**src/rtl/dbg_emu_pkg.sv**
```systemverilog
package dbg_emu_pkg;
    typedef enum logic [1:0] {
        RESP_SHOW  = 2'b00,
        RESP_HALT  = 2'b01,
        RESP_DBG   = 2'b10,
        RESP_RSVD  = 2'b11
    } resp_e;

    typedef logic [3:0] pst_t;
    localparam pst_t PST_RUN   = 4'b0000;
    localparam pst_t PST_EXC   = 4'b1100;
    localparam pst_t PST_DBG   = 4'b1101;
endpackage

```
**src/rtl/dbg_resp_decode.sv**
```systemverilog
module dbg_resp_decode
    import dbg_emu_pkg::*;
#(
    parameter int DD_W = 4
) (
    input  logic            trig_i,
    input  logic [1:0]      mode_i,
    output logic            halt_set_o,
    output logic            dbg_set_o,
    output logic [DD_W-1:0] code_o
);
    localparam int PAD_W = DD_W - 3;

    resp_e      mode;
    logic [1:0] sel;

    always_comb begin
        mode       = resp_e'(mode_i);
        halt_set_o = 1'b0;
        dbg_set_o  = 1'b0;
        sel        = 2'b01;
        case (mode)
            RESP_HALT: begin
                halt_set_o = trig_i;
                sel        = 2'b10;
            end
            RESP_DBG: begin
                dbg_set_o  = trig_i;
                sel        = 2'b11;
            end
            default: sel = 2'b01;
        endcase
        code_o = trig_i ? {1'b1, {PAD_W{1'b0}}, sel} : '0;
    end
endmodule

```
**src/rtl/dbg_pend_ctrl.sv**
```systemverilog
module dbg_pend_ctrl (
    input  logic clk_i,
    input  logic rst_ni,
    input  logic set_i,
    input  logic clr_i,
    input  logic leave_i,
    input  logic insn_done_i,
    output logic req_o
);
    typedef struct packed {
        logic pend;
        logic hold;
    } pend_st_t;

    pend_st_t st_d, st_q;

    always_comb begin
        st_d      = st_q;
        st_d.pend = (st_q.pend & ~clr_i) | set_i;
        if (leave_i)
            st_d.hold = 1'b1;
        else if (insn_done_i)
            st_d.hold = 1'b0;
    end

    always_ff @(posedge clk_i or negedge rst_ni) begin
        if (!rst_ni) st_q <= '0;
        else         st_q <= st_d;
    end

    assign req_o = st_q.pend & ~st_q.hold;

    AST_HOLD_AFTER_LEAVE: assert property (@(posedge clk_i) disable iff (!rst_ni)
        leave_i |=> !req_o);
    AST_PEND_KEPT: assert property (@(posedge clk_i) disable iff (!rst_ni)
        set_i && !leave_i && !insn_done_i |=> st_q.pend);
endmodule

```
**src/rtl/dbg_irq_arb.sv**
```systemverilog
module dbg_irq_arb #(
    parameter int LVL_W = 3
) (
    input  logic [LVL_W-1:0] level_i,
    input  logic [LVL_W-1:0] mask_i,
    input  logic             dbg_req_i,
    input  logic             entry_i,
    input  logic             entry_dbg_i,
    output logic             ok_o,
    output logic             mask_wr_o,
    output logic [LVL_W-1:0] mask_val_o
);
    localparam logic [LVL_W-1:0] NMI_LVL = {LVL_W{1'b1}};

    logic above;

    always_comb begin
        above      = (level_i != '0) && ((level_i > mask_i) || (level_i == NMI_LVL));
        ok_o       = above && !dbg_req_i;
        mask_wr_o  = entry_i && !entry_dbg_i;
        mask_val_o = level_i;
    end
endmodule

```
**src/rtl/dbg_emu_ctrl.sv**
```systemverilog
module dbg_emu_ctrl
    import dbg_emu_pkg::*;
#(
    parameter int               LVL_W    = 3,
    parameter int               DD_W     = 4,
    parameter int               REV_W    = 4,
    parameter logic [REV_W-1:0] REV_CODE = 4'h3
) (
    input  logic             clk_i,
    input  logic             rst_ni,
    input  logic             bkpt_trig_i,
    input  logic [1:0]       resp_mode_i,
    input  logic             ext_dbg_req_i,
    input  logic [LVL_W-1:0] irq_level_i,
    input  logic [LVL_W-1:0] mask_level_i,
    input  logic             map_en_i,
    input  logic             exc_entry_i,
    input  logic             entry_is_dbg_i,
    input  logic             rte_i,
    input  logic             frame_emu_i,
    input  logic             insn_done_i,
    output logic             halt_req_o,
    output logic             dbg_irq_o,
    output logic             irq_ok_o,
    output logic             mask_wr_o,
    output logic [LVL_W-1:0] mask_val_o,
    output logic [DD_W-1:0]  ddata_o,
    output pst_t             pst_o,
    output logic             emu_o,
    output logic             map_emu_o,
    output logic             frame_emu_o,
    output logic [REV_W-1:0] rev_o
);
    typedef struct packed {
        logic            emu;
        logic            halt;
        logic [DD_W-1:0] ddata;
        pst_t            pst;
    } top_st_t;

    top_st_t         st_d, st_q;
    logic            halt_set, dbg_set, dbg_clr, leave;
    logic [DD_W-1:0] code;

    dbg_resp_decode #(.DD_W(DD_W)) dec_i (
        .trig_i     (bkpt_trig_i),
        .mode_i     (resp_mode_i),
        .halt_set_o (halt_set),
        .dbg_set_o  (dbg_set),
        .code_o     (code)
    );

    assign dbg_clr = exc_entry_i & entry_is_dbg_i;
    assign leave   = rte_i & st_q.emu & ~frame_emu_i & ~exc_entry_i;

    dbg_pend_ctrl pend_i (
        .clk_i       (clk_i),
        .rst_ni      (rst_ni),
        .set_i       (dbg_set | ext_dbg_req_i),
        .clr_i       (dbg_clr),
        .leave_i     (leave),
        .insn_done_i (insn_done_i),
        .req_o       (dbg_irq_o)
    );

    dbg_irq_arb #(.LVL_W(LVL_W)) arb_i (
        .level_i     (irq_level_i),
        .mask_i      (mask_level_i),
        .dbg_req_i   (dbg_irq_o),
        .entry_i     (exc_entry_i),
        .entry_dbg_i (entry_is_dbg_i),
        .ok_o        (irq_ok_o),
        .mask_wr_o   (mask_wr_o),
        .mask_val_o  (mask_val_o)
    );

    always_comb begin
        st_d       = st_q;
        st_d.halt  = halt_set;
        st_d.ddata = code;
        st_d.pst   = PST_RUN;
        if (exc_entry_i) begin
            st_d.emu = entry_is_dbg_i;
            st_d.pst = entry_is_dbg_i ? PST_DBG : PST_EXC;
        end else if (rte_i) begin
            st_d.emu = frame_emu_i;
        end
    end

    always_ff @(posedge clk_i or negedge rst_ni) begin
        if (!rst_ni) st_q <= '0;
        else         st_q <= st_d;
    end

    assign halt_req_o  = st_q.halt;
    assign ddata_o     = st_q.ddata;
    assign pst_o       = st_q.pst;
    assign emu_o       = st_q.emu;
    assign frame_emu_o = st_q.emu;
    assign map_emu_o   = st_q.emu & map_en_i;
    assign rev_o       = REV_CODE;

    AST_HALT_PULSE: assert property (@(posedge clk_i) disable iff (!rst_ni)
        bkpt_trig_i && resp_mode_i == 2'b01 |=> halt_req_o);
    AST_TRIG_SHOWN: assert property (@(posedge clk_i) disable iff (!rst_ni)
        bkpt_trig_i |=> ddata_o[DD_W-1]);
    AST_DBG_OUTRANKS: assert property (@(posedge clk_i) disable iff (!rst_ni)
        dbg_irq_o |-> !irq_ok_o);
    AST_DBG_PST: assert property (@(posedge clk_i) disable iff (!rst_ni)
        exc_entry_i && entry_is_dbg_i |=> pst_o == PST_DBG && emu_o);
    AST_NO_MASK_ON_DBG: assert property (@(posedge clk_i) disable iff (!rst_ni)
        exc_entry_i && entry_is_dbg_i |-> !mask_wr_o);
    AST_EMU_RESTORE: assert property (@(posedge clk_i) disable iff (!rst_ni)
        rte_i && !exc_entry_i |=> emu_o == $past(frame_emu_i));
endmodule

```
**config.mk**
```make
export PLATFORM = sky130hd
export DESIGN_NAME = dbg_emu_ctrl
export DESIGN_NICKNAME = d
export VERILOG_FILES = /design/src/rtl/dbg_emu_pkg.sv /design/src/rtl/dbg_resp_decode.sv /design/src/rtl/dbg_pend_ctrl.sv /design/src/rtl/dbg_irq_arb.sv /design/src/rtl/dbg_emu_ctrl.sv
export SDC_FILE = /design/constraint.sdc
export NUM_CORES = 1
export LEC_CHECK = 0
export BUFFER_PORTS_ARGS = -buffer_cell sky130_fd_sc_hd__buf_2
export CAP_MARGIN = 10
export CORE_MARGIN = 1
export CORE_UTILIZATION = 30
export CTS_CLUSTER_SIZE = 28
export DETAILED_ROUTE_END_ITERATION = 8
export SLEW_MARGIN = 20
export SYNTH_ARGS = -nofsm -noshare
export SYNTH_HDL_FRONTEND = slang
export SYNTH_SLANG_ARGS = --single-unit
```
**constraint.sdc**
```tcl
create_clock -name clk_i -period 0.9 [get_ports clk_i]
set_input_delay 0.09 -clock clk_i [delete_from_list [all_inputs] [get_ports clk_i]]
set_output_delay 0.09 -clock clk_i [all_outputs]
set_load 0.05 [all_outputs]
```
# == After elaboration in Yosys (flattened, before gate mapping) ==
# Index checks and enable logic that the tools add are counted.
# W data, S select, Z words.
# word_totals
reg_bits,12
inputBits,18
output_inout_bits,22
word_cells,42
# classes
order_cmp,1
n_eq_ne,3
n_mux,10
n_bitwise,13
n_reduce_logical,9
# ops
cell,count
$mux W4,2
$and A1 B1 Y1,7
$mux W1,7
$not A1 Y1,4
$pmux W2 S2,1
$reduce_bool A2 Y1,2
$eq A3 B3 Y1 const B,1
$gt A3 B3 Y1,1
$logic_and A1 B1 Y1,3
$reduce_bool A3 Y1,1
$eq A2 B1 Y1 const B,1
$eq A2 B2 Y1 const B,1
$logic_not A1 Y1,2
$or A1 B1 Y1,2
$logic_or A1 B1 Y1,1

# == Longest topological paths before layout ==
# Gate-level depths: netlist of run 1.
# logic_depth
word_depth,4
mapped_depth,6
mapped_depth_nobuf,6

# == Cells and area by module ==
# From an unflattened synthesis of run 1, not the netlist that was laid out.
# hier_totals
hier_cells,62
area_unflattened_um2,603.1
# by_module_without_submodules
module,instances,cells_each,area_per_inst_um2,seq_area_each_um2
dbg_emu_ctrl,1,24,307.8,200.2
dbg_irq_arb,1,19,125.1,0.0
dbg_resp_decode,1,12,91.3,0.0
dbg_pend_ctrl,1,7,78.8,50.0

# == Worst setup path before layout of run 1 ==
# No wires, ideal clock.
# synth_timing
path_kind,input -> output
from,input port mask_level_i[2]
to,output port irq_ok_o
arrival_time_ns,1.529
required_time_ns,0.810
path_slack_ns,-0.719
cell_stages,6
path_buffers,0
cell_sequence,inv_1 > ha_1 > and3_1 > a21oi_2 > o21ai_1 > a21oi_1
# synth_via
elab_chain_len,4
# synth_lines
item,line,source
"start, declared",dbg_emu_ctrl.sv:15,"input logic [LVL_W-1:0] mask_level_i,"
$gt A3 B3 Y1,dbg_irq_arb.sv:18,above = (level_i != '0) && ((level_i > mask_i) || (level_i == NMI_LVL));
$logic_or A1 B1 Y1,dbg_irq_arb.sv:18,
$logic_and A1 B1 Y1,dbg_irq_arb.sv:18,
$logic_and A1 B1 Y1,dbg_irq_arb.sv:19,ok_o = above && !dbg_req_i;
"end, declared",dbg_emu_ctrl.sv:24,"output logic irq_ok_o,"
# No other way between the ends.

# == Worst setup path after layout of run 1 ==
# layout_timing
from,input port mask_level_i[1]
to,output port irq_ok_o
# The elaborated chain is that of the path after synthesis.

==> results of run 1 <==
-- cells in the mapped netlist --
| master | count | area share (%) |
|---|---|---|
| nor2_1 | 2 | 1.4 |
| a211oi_1 | 1 | 1.4 |
| nand4bb_1 | 1 | 2.0 |
| ha_1 | 6 | 14 |
| buf_4 | 11 | 15 |
| and3_1 | 1 | 1.1 |
| a21oi_2 | 1 | 1.6 |
| nor2b_1 | 4 | 4.5 |
| inv_1 | 7 | 4.8 |
| dfrtp_1 | 9 | 41 |
| o21ai_1 | 1 | 0.91 |
| conb_1 | 2 | 1.4 |
| o21ai_0 | 3 | 2.7 |
| a21oi_1 | 3 | 2.7 |
| nand3b_1 | 1 | 1.4 |
| and2_1 | 4 | 4.5 |
-- per-stage QoR --
stage               hold slack [ns]  setup TNS [ns]  cell area [um2]  setup slack, ns  cells
floorplan                    -0.206          -0.382              649           -0.256     61
global placement            -0.0478          -0.456              786           -0.442    111
detailed placement          -0.0464          -0.471              786           -0.457    111
CTS                          0.0205          -0.938              977           -0.324    119
global route               0.000395           -1.36             1000           -0.363    120
finish                     -0.00473           -1.12             1000           -0.317    120
-- power groups by stage --
stage / logic (mW) / registers (mW) / clock network [mW]
floorplan: 0.321 / 0.519 / 0
finish: 0.602 / 0.448 / 0.330
CTS: 0.579 / 0.448 / 0.329
detailed placement: 0.482 / 0.450 / 0
global placement: 0.480 / 0.450 / 0
global route: 0.637 / 0.450 / 0.356
-- registers in the layout, indices dropped and copies added (netlist names) --
| register | cells |
|---|---|
| ddata_o | 3 |
| emu_o | 1 |
| halt_req_o | 1 |
| pend_i.st_q | 2 |
| pst_o | 2 |
-- final cells by class --
| type | count | share of cell area, % |
|---|---|---|
| timing repair buffer | 41 | 36.3 |
| multi-input combinational | 34 | 32.1 |
| sequential | 9 | 22.7 |
| inverter | 7 | 3.12 |
| tap | 25 | 3.12 |
| clock buffer | 4 | 2.62 |
-- worst max path at each step --
stage | cells past startpoint | end | startpoint | slack, ns
2_1_floorplan | 6 | irq_ok_o | mask_level_i[2] | -0.26
3_3_place_gp | 7 | irq_ok_o | irq_level_i[2] | -0.44
3_5_place_dp | 8 | irq_ok_o | irq_level_i[0] | -0.46
4_1_cts | 8 | irq_ok_o | mask_level_i[2] | -0.32
5_1_grt | 8 | irq_ok_o | irq_level_i[0] | -0.36
6_report | 8 | irq_ok_o | mask_level_i[1] | -0.32
-- repair_timing --
action	4_1_cts	5_1_grt
pin swaps	2	0
hold endpoints to repair	11	0
hold buffers	3	0
gates resized for setup	37	6
buffers inserted	1	1
setup endpoints to repair	13	13
-- worst max-delay path, stage by stage --
cell     delay, ns
buf_6         0.09
inv_2         0.05
ha_4          0.20
and3_4        0.17
a21oi_4       0.13
o21ai_2       0.08
a21oi_4       0.14
buf_6         0.17
-- per-layer routing --
metal	GRT usage, %	wire length [um]	vias to the layer above
met5	0	0	-
met4	7.27	16	0
met3	2.80	82	2
met2	24.4	641	27
met1	13.2	484	226
li1	-	-	241
-- cells by family (layout without fill, tap and decap cells) --
kind of cell | after synthesis | count (layout)
AO/OA/AOI/OAI | 9 | 9
adder cells (fa/ha/maj) | 6 | 6
buffers and inverters | 18 | 52
flip-flops | 9 | 9
other | 2 | 6
AND/OR/NAND/NOR | 13 | 13
==> flow_summary.yaml, run 1 <==
outcome:
  outcome: "complete, but fails checks"
  violations: "hold timing, setup timing"
clock_tree:
  htreeDepth: 1
  cts_tree: "done"
  clockBufferDepth: 2
  clock_sinks: 9
  root_buffer: "clkbuf_4"
  clk_latency_ns: 0.26
  cts-buffers-inserted: 3
  clk_pin_slew_ns: 0.07
power_and_ir_drop:
  ir_drop_v: 0.000944
  p_sw_mw: 0.539
  power.total_mw: 1.38
  p_int_mw: 0.841
  p_seq_share_pct: 32.5
  power.leakage_nw: 0.489
  pwr-share-comb_pct: 43.6
  p_per_area_nw_per_um2: 1380
  power_switching_share_pct: 39.1
  clkPwrFrac_pct: 23.9
logic_synthesis:
  synthXorXnorAreaFrac_pct: 0
  synthAdderAreaFrac_pct: 13.6
  synth-seq-area-share_pct: 40.9
  synth-compound-area-share_pct: 9.32
  ys_types: 16
  syn_inst: 57
  yosys.area_share.simple_pct: 15.0
  yosysWarnings: 0
  synth_seq_cells: 9
  synth_mux_area_share_pct: 0
  synth_top_family_by_area: "buffers and inverters"
  synth_area_um2: 551
  syn_area_per_cell_um2: 9.66
sta:
  max_freq_mhz: 822
  rsz0062_at_grt: "yes"
  finalCriticalPeriod_ns: 1.22
  post-route-period-util_pct: 135
  finalSetupViolations: 8
  final.setup.worst_slack_ns: -0.317
  hold_viol_final: 1
  holdWs_ns: -0.00473
  drv_slew: 0
  skew_ns: 0.000150
worst_setup_path:
  critPathMaxFanout: 2
  r2r_cells: 4
  r2r_start: "emu_o$_DFFE_PN0P_"
  critPathLaunchType: "input pin"
  r2r_end: "emu_o$_DFFE_PN0P_"
  crit_required_ns: 0.81
  arrival_ns: 1.13
  critical_path_class: "input pin to output port"
  endpoint_kind: "output port"
  rrSetupSlack_ns: -0.20
placed_design:
  hpwl_um: 812
  portBuffers: 33
  place.gp.congestion: 0.609
layout:
  layout-drive-gt1-share_pct: 62.1
  post-route-util_pct: 58.0
  fill_cells: 157
  num-nets-final: 120
  final_cell_mix: "buf_2 (15), buf_6 (15), dfrtp_1 (7)"
  n_antenna_cell: 0
  multiInputGateArea_um2: 322
  area_delta_synth_final_pct: 82.0
  regArea_um2: 228
detailed_routing:
  drt-wirelength-per-cell_um: 10.2
  drtIter0Drc: 3
  vias: 496
  wl_mm: 1.22
  drc: 0
  drtPass1Iterations: 4
  vias_per_cell: 4.13
  drtAntennaViolNets: 0
floorplanning:
  row_count: 15
  start_util_pct: 31.9
  die_x_um: 44.8
  dieArea_um2: 2010
  core-area_um2: 1730
  fp.dieH_um: 44.8
  io_pins: 40
min_path:
  holdPathEnd: "pend_i.st_q[0]$_DFFE_PN0P_"
  hold_class: "input pin to register"
  hold_path_startpoint: "insn_done_i"
  holdPathStages: 2
global_routing:
  grt_antenna_before_repair: 0
  grt_pass1_wl_mm: 1.85
  grt_usage_pct: 13.0
  grt_max_degree: 10
  grt_pass1_vias: 460
  grt_overflow: 0
flow_run:
  drv_cap: 0
Power figures use the tool's default switching activity.
==> run 2, diff against run 1 <==
--- a/config.mk
+++ b/config.mk
@@ -11,6 +11,7 @@
 export CORE_UTILIZATION = 30
 export CTS_CLUSTER_SIZE = 28
 export DETAILED_ROUTE_END_ITERATION = 8
+export RECOVER_POWER = 100
 export SLEW_MARGIN = 20
 export SYNTH_ARGS = -nofsm -noshare
 export SYNTH_HDL_FRONTEND = slang
==> run 2 against run 1 <==
Effect of this change: the run still ends with hold timing, setup timing left; global-route usage stayed put; non-clock buffer count did not move; cell area shrank 0.37%; critical path type unchanged; fmax rose by 0.16%; sequential cell count unchanged; via count is 1.0% lower; combinational power is essentially flat; hold slack improved by 0.0029 ns; critical path depth did not move; power down 0.19%.
==> flow_summary.yaml, run 2 (synthesis results as in run 1) <==
outcome:
  outcome: "complete, but fails checks"
  violations: "hold timing, setup timing"
worst_setup_path:
  critPathMaxFanout: 2
  endpoint_kind: "output port"
  critical_path_class: "input pin to output port"
  arrival_ns: 1.13
  r2r_start: "emu_o$_DFFE_PN0P_"
  critical_path.startpoint: "mask_level_i[1]"
  r2r_cells: 4
  critPathLaunchType: "input pin"
  crit_required_ns: 0.81
detailed_routing:
  drtIter0Drc: 8
  drtAntennaViolNets: 0
  wl_mm: 1.24
  drtPass1Iterations: 4
  vias: 491
  drc: 0
  drt-wirelength-per-cell_um: 10.3
  vias_per_cell: 4.09
sta:
  final.setup.worst_slack_ns: -0.315
  finalCriticalPeriod_ns: 1.22
  hold_viol_final: 1
  max_freq_mhz: 823
  finalSetupViolations: 8
  drv_slew: 0
  holdWs_ns: -0.00184
  post-route-period-util_pct: 135
  rsz0062_at_grt: "yes"
  skew_ns: 0.0000469
power_and_ir_drop:
  power.leakage_nw: 0.479
  ir_drop_v: 0.000948
  power.total_mw: 1.38
  p_per_area_nw_per_um2: 1380
floorplanning:
  row_count: 15
  dieArea_um2: 2010
  die_x_um: 44.8
  io_pins: 40
  fp.dieH_um: 44.8
  start_util_pct: 31.9
  core-area_um2: 1730
layout:
  final_cell_mix: "buf_6 (15), buf_2 (10), dfrtp_1 (7)"
  fill_cells: 158
  num-nets-final: 120
  layout-drive-gt1-share_pct: 58.9
  final_common_cell: "buf_6"
  area_delta_synth_final_pct: 81.4
  final_cells: 120
  final_cell_area_um2: 998
  n_antenna_cell: 0
  largest_reg_flops: 3
flow_run:
  drv_cap: 0
clock_tree:
  clk_pin_slew_ns: 0.07
  clock_sinks: 9
  cts_tree: "done"
  htreeDepth: 1
  root_buffer: "clkbuf_4"
  clk_latency_ns: 0.26
  clockBufferDepth: 2
  cts-buffers-inserted: 3
min_path:
  hold_path_startpoint: "insn_done_i"
  hold_class: "input pin to register"
  holdPathStages: 2
global_routing:
  grt_antenna_before_repair: 0
  grt_pass1_wl_mm: 1.85
  grt_pass1_vias: 460
  grt_max_degree: 10
  grt_overflow: 0
  grt_usage_pct: 13.0
placed_design:
  place.gp.congestion: 0.609
  hpwl_um: 812
  dpl_cell_area_um2: 786
  dp.cells: 111
  portBuffers: 33
## run 2: cell count changes in the layout (fill, tap and decap cells not counted)
| cell | change |
|---|---|
| and2_1 | -2 |
| buf_2 | -5 |
| and2_0 | +2 |
| clkbuf_2 | +2 |
| buf_4 | -1 |
| clkbuf_1 | +3 |
| clkbuf_4 | +1 |
## run 2: metrics by stage
stage	setup TNS (ns)	util [%]	setup slack, ns	hold slack, ns
floorplan	-0.382	-	-0.256	-0.206
global placement	-0.456	45.5	-0.442	-0.0478
detailed placement	-0.471	45.5	-0.457	-0.0464
CTS	-0.938	56.6	-0.324	0.0205
global route	-1.37	57.8	-0.363	0.000395
finish	-1.13	57.8	-0.315	-0.00184
## run 2: routing by layer
metal	global-route usage, %	share of wire (%)	vias up
met5	0	0	-
met4	7.27	1.4	0
met3	2.80	6.7	2
met2	24.4	53	25
met1	13.2	39	222
li1	-	-	242
## run 2: path summary, 6_finish.rpt
path / end / slack (ns)
setup reg to reg: emu_o$_DFFE_PN0P_ / -0.20
hold reg to reg: pend_i.st_q[0]$_DFFE_PN0P_ / 0.57
max in group asynchronous: pst_o[2]$_DFF_PN0_ / 0.25
hold / removal: pend_i.st_q[0]$_DFFE_PN0P_ / -0.002
min in group asynchronous: pst_o[0]$_DFF_PN0_ / 0.29
setup / recovery: irq_ok_o / -0.32
## run 2: power breakdown
| group | switching [mW] | internal, mW | total [mW] |
|---|---|---|---|
| Sequential | 0.0175 | 0.430 | 0.448 |
| Clock | 0.159 | 0.172 | 0.330 |
| Combinational | 0.363 | 0.236 | 0.600 |
## run 2: what timing repair did
action / CTS / global route
endpoints found under the setup margin: 13 / 13
gates resized for setup: 37 / 6
hold buffers: 3 / 0
pin swaps: 2 / 0
setup buffers: 1 / 1
endpoints found under the hold margin: 11 / 0
## run 2: worst max-delay path: stages
cell     delay (ns)
buf_6          0.09
inv_2          0.05
ha_4           0.20
and3_4         0.17
a21oi_4        0.13
o21ai_2        0.08
a21oi_4        0.14
buf_6          0.17
## run 2: layout make-up
type                    count  area (um2)  share of cell area, %
repair buffers             41         360                   36.1
multi-input cells          34         322                   32.2
flip-flops and latches      9         228                   22.8
inverters                   7        31.3                   3.13
well taps                  25        31.3                   3.13
clock buffers               4        26.3                   2.63
==> run 3, diff against run 2 <==
==> constraint.sdc (replaced) <==
create_clock -name clk_i -period 1.2 [get_ports clk_i]
set_input_delay 0.12 -clock clk_i [delete_from_list [all_inputs] [get_ports clk_i]]
set_output_delay 0.12 -clock clk_i [all_outputs]
set_load 0.05 [all_outputs]
==> run 3 against run 2 <==
Effect of this change: the run ends with setup timing left; die area stayed put; via count is 3.1% lower; first-iteration DRC count fell by 88%; power down 32%; critical path depth down 1; sequential power shrank 26%; cell area down 15%; combinational power down 36%; setup slack better by 0.21 ns; wire length fell by 11%; hold slack better by 0.052 ns; largest cell class is now multi-input gates; count of clock-buffer cells in the layout unchanged.
==> flow_summary.yaml, run 3 (synthesis results as in run 1) <==
sta:
  final.setup.worst_slack_ns: -0.102
  finalCriticalPeriod_ns: 1.30
  holdWs_ns: 0.0502
  rsz0062_at_grt: "yes"
  finalSetupViolations: 1
  skew_ns: 0.0000473
  tns_ns: -0.102
  post-route-period-util_pct: 108
  worstMarginPinSlew_ns: 0.595
  hold_viol_final: 0
  max_freq_mhz: 768
  drv_slew: 0
  maxSlewHeadroom_pct: 60.5
placed_design:
  place_ws_ns: -0.247
  dpl_cell_area_um2: 749
  dp.cells: 111
  place.gp.congestion: 0.643
  hpwl_um: 856
  portBuffers: 33
power_and_ir_drop:
  p_per_area_nw_per_um2: 1100
  power.leakage_nw: 0.418
  ir_drop_v: 0.000769
  power.total_mw: 0.937
detailed_routing:
  drtPass1Iterations: 2
  vias_per_cell: 4.10
  wl_mm: 1.10
  vias: 476
  drtIter0Drc: 1
  drc: 0
  drtAntennaViolNets: 0
  drt-wirelength-per-cell_um: 9.52
floorplanning:
  io_pins: 40
  fp.dieH_um: 44.8
  core-area_um2: 1730
  die_x_um: 44.8
  dieArea_um2: 2010
  start_util_pct: 31.9
  row_count: 15
global_routing:
  grt_pass1_wl_mm: 1.69
  grt_overflow: 0
  grt_max_degree: 10
  grt_pass1_vias: 445
  grt_usage_pct: 11.6
  grt_antenna_before_repair: 0
layout:
  final_cell_area_um2: 853
  final_cell_mix: "clkbuf_2 (10), clkbuf_1 (9), dfrtp_1 (9)"
  num-nets-final: 116
  area_delta_synth_final_pct: 55.0
  n_antenna_cell: 0
  final_cells: 116
  largest_reg_flops: 3
  layout-drive-gt1-share_pct: 49.5
  final_common_cell: "clkbuf_2"
  post-route-util_pct: 49.4
clock_tree:
  clock_sinks: 9
  htreeDepth: 1
  post_cts.repair.setup_buffers: 0
  cts-buffers-inserted: 3
  clockBufferDepth: 2
  clk_pin_slew_ns: 0.06
  root_buffer: "clkbuf_4"
  clk_latency_ns: 0.25
  cts_tree: "done"
worst_setup_path:
  critPathMaxFanout: 3
  critical_path_class: "input pin to output port"
  arrival_ns: 1.18
  rrSetupSlack_ns: 0.25
  critPathLaunchType: "input pin"
  crit_required_ns: 1.08
  endpoint_kind: "output port"
outcome:
  outcome: "complete, but fails checks"
  violations: "setup timing"
flow_run:
  drv_cap: 0
min_path:
  hold_class: "input pin to register"
## run 3: cell count changes in the layout (fill, tap and decap cells not counted), sizes merged
cell | before | now
buf | 32 | 18
clkbuf | 10 | 22
dlygate4sd3 | 3 | 1
## run 3: cell type report
cell class	count	area [um2]
sequential	9	225
timing repair buffer	37	231
inverter	7	31.3
multi-input combinational	34	308
clock buffer	4	26.3
fill	179	873
tap	25	31.3
## run 3: worst paths after layout
| kind | from | to | cells after the start |
|---|---|---|---|
| worst max-delay path | irq_level_i[2] | irq_ok_o | 7 |
| worst min-delay path | bkpt_trig_i | ddata_o[3]$_DFF_PN0_ | 1 |
| worst max register to register | emu_o$_DFFE_PN0P_ | emu_o$_DFFE_PN0P_ | 3 |
| worst min register to register | pend_i.st_q[1]$_DFF_PN0_ | pend_i.st_q[1]$_DFF_PN0_ | 2 |
| max in group asynchronous | rst_ni | ddata_o[0]$_DFF_PN0_ | 2 |
| min in group asynchronous | rst_ni | emu_o$_DFFE_PN0P_ | 2 |
## run 3: timing repair
item                                   CTS  global route
pin swaps                                3             0
gates resized for setup                 16             2
endpoints found under the hold margin    9             0
setup endpoints to repair                2             2
hold buffers                             1             0
## run 3: power by group
group	switching (mW)	leakage, nW	total [mW]	internal (mW)
Combinational	0.265	0.293	0.386	0.121
Sequential	0.00852	0.109	0.331	0.322
Clock	0.0937	0.0150	0.221	0.127
Total	0.367	0.418	0.937	0.570
## run 3: critical path, stage by stage
cell and delay [ns]:
buf_6 0.10, ha_4 0.24, and3_4 0.18, a21oi_4 0.13
o21ai_2 0.09, a21oi_4 0.15, buf_6 0.17
## run 3: routing by layer
metal | GRT usage [%] | vias up | part of all wire, %
met5 | 0 | - | 0
met4 | 3.64 | 0 | 0
met3 | 2.80 | 0 | 8.5
met2 | 22.6 | 24 | 52
met1 | 12.1 | 218 | 39
li1 | - | 234 | -
